<file path="config.mk">
export PLATFORM = sky130hd
export DESIGN_NAME = pud_strobe_seq
export DESIGN_NICKNAME = d
export VERILOG_FILES = /design/src/rtl/pud_strobe_seq.sv
export SDC_FILE = /design/constraint.sdc
export NUM_CORES = 2
export LEC_CHECK = 0
export CORE_ASPECT_RATIO = 0.5
export CORE_UTILIZATION = 44
export DETAILED_ROUTE_END_ITERATION = 8
export MAX_ROUTING_LAYER = met4
export PLACE_DENSITY = 0.7
export SLEW_MARGIN = 5
export SYNTH_ARGS = -nofsm -noshare
export SYNTH_HDL_FRONTEND = slang
export SYNTH_SLANG_ARGS = --single-unit
</file>
<file path="constraint.sdc">
create_clock -name clk -period 5.8 [get_ports clk]
set_input_delay 0.87 -clock clk [delete_from_list [all_inputs] [get_ports clk]]
set_output_delay 0.87 -clock clk [all_outputs]
set_load 0.02 [all_outputs]
</file>
<file path="src/rtl/pud_strobe_seq.sv">
module pud_strobe_seq #(
  parameter int NUM_PINS    = 64,
  parameter int SETUP_CYC   = 150,
  parameter int HOLD_CYC    = 150,
  parameter int AW          = 8,
  parameter int CTRL_ADDR   = 'h94,
  parameter int STROBE_ADDR = 'h98
) (
  input  logic                  clk,
  input  logic                  rst_n,
  input  logic                  wr_en,
  input  logic [AW-1:0]         wr_addr,
  input  logic [31:0]           wr_data,
  output logic [2*NUM_PINS-1:0] pull_state
);
  localparam int NB  = (NUM_PINS + 31) / 32;
  localparam int TOT = NB * 32;
  localparam int SW  = $clog2(SETUP_CYC + 1);
  localparam int HW  = $clog2(HOLD_CYC + 1);
  localparam logic [TOT-1:0] VALID = {TOT{1'b1}} >> (TOT - NUM_PINS);

  logic [1:0]     ctrl_q;
  logic [SW-1:0]  setup_cnt;
  logic [TOT-1:0] strobe_q, strobe_d;
  logic           ctrl_wr, setup_done;
  logic [1:0]     new_code;

  assign ctrl_wr    = wr_en && (wr_addr == AW'(CTRL_ADDR));
  assign setup_done = (setup_cnt == SW'(SETUP_CYC));
  assign new_code   = (ctrl_q == 2'd3) ? 2'd0 : ctrl_q;

  always_ff @(posedge clk) begin
    if (!rst_n) begin
      ctrl_q    <= '0;
      setup_cnt <= '0;
    end else if (ctrl_wr) begin
      ctrl_q    <= wr_data[1:0];
      setup_cnt <= SW'(1);
    end else if (setup_cnt != '0 && !setup_done) begin
      setup_cnt <= setup_cnt + SW'(1);
    end
  end

  for (genvar b = 0; b < NB; b++) begin : g_bank
    logic bank_hit;
    assign bank_hit = wr_en && (wr_addr == AW'(STROBE_ADDR + 4 * b));
    assign strobe_d[b*32 +: 32] = bank_hit ? wr_data : strobe_q[b*32 +: 32];
  end

  always_ff @(posedge clk) begin
    if (!rst_n) strobe_q <= '0;
    else        strobe_q <= strobe_d & VALID;
  end

  for (genvar i = 0; i < NUM_PINS; i++) begin : g_pin
    logic          armed;
    logic [HW-1:0] hcnt;
    logic [1:0]    st;
    logic          rise, fall;

    assign rise = strobe_d[i] & ~strobe_q[i];
    assign fall = ~strobe_d[i] & strobe_q[i];

    always_ff @(posedge clk) begin
      if (!rst_n) begin
        armed <= 1'b0;
        hcnt  <= '0;
        st    <= 2'd0;
      end else if (rise) begin
        armed <= setup_done;
        hcnt  <= HW'(1);
      end else if (fall) begin
        if (armed && hcnt == HW'(HOLD_CYC)) st <= new_code;
        armed <= 1'b0;
        hcnt  <= '0;
      end else if (strobe_q[i]) begin
        if (ctrl_wr) armed <= 1'b0;
        if (hcnt != HW'(HOLD_CYC)) hcnt <= hcnt + HW'(1);
      end
    end

    assign pull_state[2*i +: 2] = st;
  end
endmodule


</file>
==> results.cfg <==
[synthesis]
ys_types = 66
syn-num-nets = 4842
synthCells = 4604
synth-seq-cells = 778
yosysWarnings = 0
ys.flop_type = dfxtp_1
syn_area_per_cell_um2 = 8.37
synth_edf_count = 0
ys_seq_area_share_pct = 40.4
async_flop_share_pct = 0
netlist_area_um2 = 38500

[route]
first_pass_iters = 5
first_iter_violations = 2158
via_per_inst = 5.53
wl_um = 92300
vias = 32700
ant_nets = 0
drc = 0
wl_per_cell_um = 15.6

[worst_setup_path]
crit_path_max_incr_delay_ps = 1020
critPathArrivalTime_ps = 4450
cp.required_ps = 6330
timing.rr.start = setup_cnt[0]
path_buf_inv = 3
worstPathMaxFanout = 65
crit-reg2reg-capture = g_pin[37].armed
cp_top_family = simple AND/OR/NAND/NOR gates
end_kind = register
cpMaxStageDelayCell = or4b_2
start_kind = input port
r2r_slack_ps = 3210
r2r_cells = 8
crit_type = input port to register
crit_chain = clkdlybuf4s50_1 -> or4b_2 -> nor3_4 -> buf_12 -> o21ai_0 -> ha_1 -> inv_1 -> nand3_1 -> a311oi_1

[die]
die_x_um = 421
top_level_ports = 171
initial_core_util_pct = 44.6
coreArea_um2 = 86400
die_y_um = 211
fp-row-count = 76
dieArea_um2 = 88900

[clock_tree]
clk_latency_ps = 630
cts_max_level = 3
clk_pin_slew_ps = 70
clock_sinks = 778
clk_path_buf_depth = 3
numCtsBuffers = 75
ctsHoldBuffers = 0
cts-resized-gates = 0
cts_tree = yes
postCtsSetupBuffers = 0
root_buffer = clkbuf_16

[cells_and_area]
final_util_pct = 50.5
synthToLayoutAreaGrowth_pct = 13.3
nets = 4929
drive_gt1_share_pct = 3.96
fillers = 7827
multi_input_area_um2 = 21500
regArea_um2 = 15600

[timing]
rsz0062_at_grt = false
fin_hold_ws_ps = 445
finalSetupViolCount = 0
fin_crit_sh_pct = 67.6
tightest_slew_ps = 1060
period_minus_slack_ps = 3920
finalMaxSlewViolations = 0
max_freq_mhz = 255
clock_skew_ps = 26.1
relSlewSlack_pct = 28.2
hold_viol = 0
setup_tns_ps = 0
setup_slack_ps = 1880

[power]
power.total_w = 0.0106
power_density_nw_per_um2 = 243
worst_ir_drop_vdd_mv = 0.166
p_leak_nw = 16.0

[worst_hold_path]
hp-start = g_pin[45].armed
hold_depth = 2
worstHoldEndpoint = g_pin[45].armed
hp-class = register to register

[run]
drv_cap = 0

[global_route]
antenna_found_initial = 2
grt_pass1_vias = 30700
grtUsageTotal_pct = 20.9
grt_max_degree = 182
grt_first_pass_wirelength_um = 151000
gr-total-overflow = 0

[place]
gp_congestion = 0.871
io_buffers = 170
dp_slack_ps = 1270
dp_hpwl_um = 61700

[status]
outcome = finished, final reports clean
## layer usage
metal | global-route usage (%) | vias to the layer above | part of all wire, %
met5 | - | - | 0
li1 | - | 16200 | -
met4 | 7.24 | 0 | 3.0
met2 | 34.3 | 695 | 47
met3 | 2.87 | 176 | 4.5
met1 | 26.3 | 15600 | 46
## synthesized netlist by cell type, drive strengths merged (24+ instances only)
cell / n / share of area, %
a21oi: 296 / 3.8
a22oi: 26 / 0.51
a311oi: 24 / 0.55
and2: 27 / 0.44
and3: 130 / 2.1
and4: 39 / 0.89
buf: 47 / 0.70
clkbuf: 142 / 1.4
dfxtp: 778 / 40
ha: 195 / 6.3
inv: 188 / 1.8
mux2i: 172 / 4.5
nand2: 591 / 5.8
nand3: 133 / 1.7
nand3b: 54 / 1.1
nand4: 182 / 3.0
nand4bb: 30 / 0.88
nor2: 625 / 6.1
nor3: 137 / 1.9
nor4: 40 / 1.2
o211ai: 29 / 0.56
o21ai: 108 / 1.4
o22ai: 40 / 0.65
or3: 51 / 0.83
xnor2: 62 / 1.4
xor2: 278 / 6.3
## per-stage QoR
stage	area, um2	instances
6_report	43700	5916
5_1_grt	43700	5916
2_1_floorplan	38500	4604
3_3_place_gp	41200	5784
4_1_cts	43700	5914
3_5_place_dp	41200	5784
## power by group
part           switching, W  internal, W  total, W  leakage, nW
Combinational      0.000211    0.0000704  0.000281         8.51
Clock               0.00212      0.00288   0.00500         1.24
Sequential       0.00000574      0.00535   0.00535         6.26
Total               0.00233      0.00830    0.0106         16.0
## flip-flops by register name (all words and copies together), names as in the netlist
| name | flops |
|---|---|
| ctrl_q | 2 |
| g_pin.armed | 64 |
| g_pin.hcnt | 512 |
| g_pin.st | 128 |
| setup_cnt | 8 |
| strobe_q | 64 |
## worst max-delay path by stage
stage                     from                 to  slack, ps  depth (start not counted)
floorplan           wr_addr[1]  g_pin[58].hcnt[1]       2600                         11
global placement    wr_addr[1]  g_pin[17].hcnt[0]       1340                         10
detailed placement  wr_addr[1]  g_pin[34].hcnt[1]       1270                          9
CTS                 wr_addr[1]  g_pin[34].hcnt[1]       1920                          9
global route        wr_addr[1]  g_pin[33].hcnt[1]       1690                          9
finish              wr_addr[1]  g_pin[34].hcnt[1]       1880                          9
## logic make-up (layout without fill, tap and decap cells)
family,Yosys count,count (layout),synth area share [%]
AOI/OAI and AO/OA,639,639,10.1
xor gates and xnor gates,340,340,7.73
adders and majority gates,195,195,6.33
buffers and inverters,377,517,3.92
DFF,778,778,40.4
muxes,173,173,4.50
other,0,2,0
and+or+nand+nor,2102,2102,27.1
## worst reg2reg max path: stages, from the launching register on
cell     delay, ps
dfxtp_1        330
inv_1          110
ha_1           150
and4_1         210
and3_2         590
buf_4          700
o22ai_1        190
nand2_1        100
and3_1         140
## layout by cell type, fill, tap and decap left out, types with 27 or more instances in the layout
cell type / Yosys / final
xor2_1: 278 / 278
clkdlybuf4s50_1: 0 / 168
mux2i_1: 172 / 172
o22ai_1: 40 / 40
nand2_1: 591 / 591
and2_1: 27 / 27
nand3b_1: 54 / 54
ha_1: 195 / 195
nand4_1: 182 / 182
nor3_1: 133 / 132
nand3_1: 133 / 131
o211ai_1: 29 / 29
nor2_1: 624 / 623
or3_1: 51 / 51
inv_1: 188 / 186
xnor2_1: 62 / 62
and3_1: 130 / 129
nand4bb_1: 30 / 30
clkbuf_16: 0 / 79
a21oi_1: 296 / 296
o21ai_0: 104 / 104
and4_1: 39 / 39
dfxtp_1: 778 / 778
## cell type report
type,count,area share (%)
Multi-Input combinational cell,3449,49.2
Sequential cell,778,35.7
Clock buffer,104,5.06
Timing Repair Buffer,199,4.48
Tap cell,1170,3.35
Inverter,188,1.63
Clock inverter,26,0.607
Antenna cell,2,0.0115
Note: power is estimated with default switching activity, not from simulation.
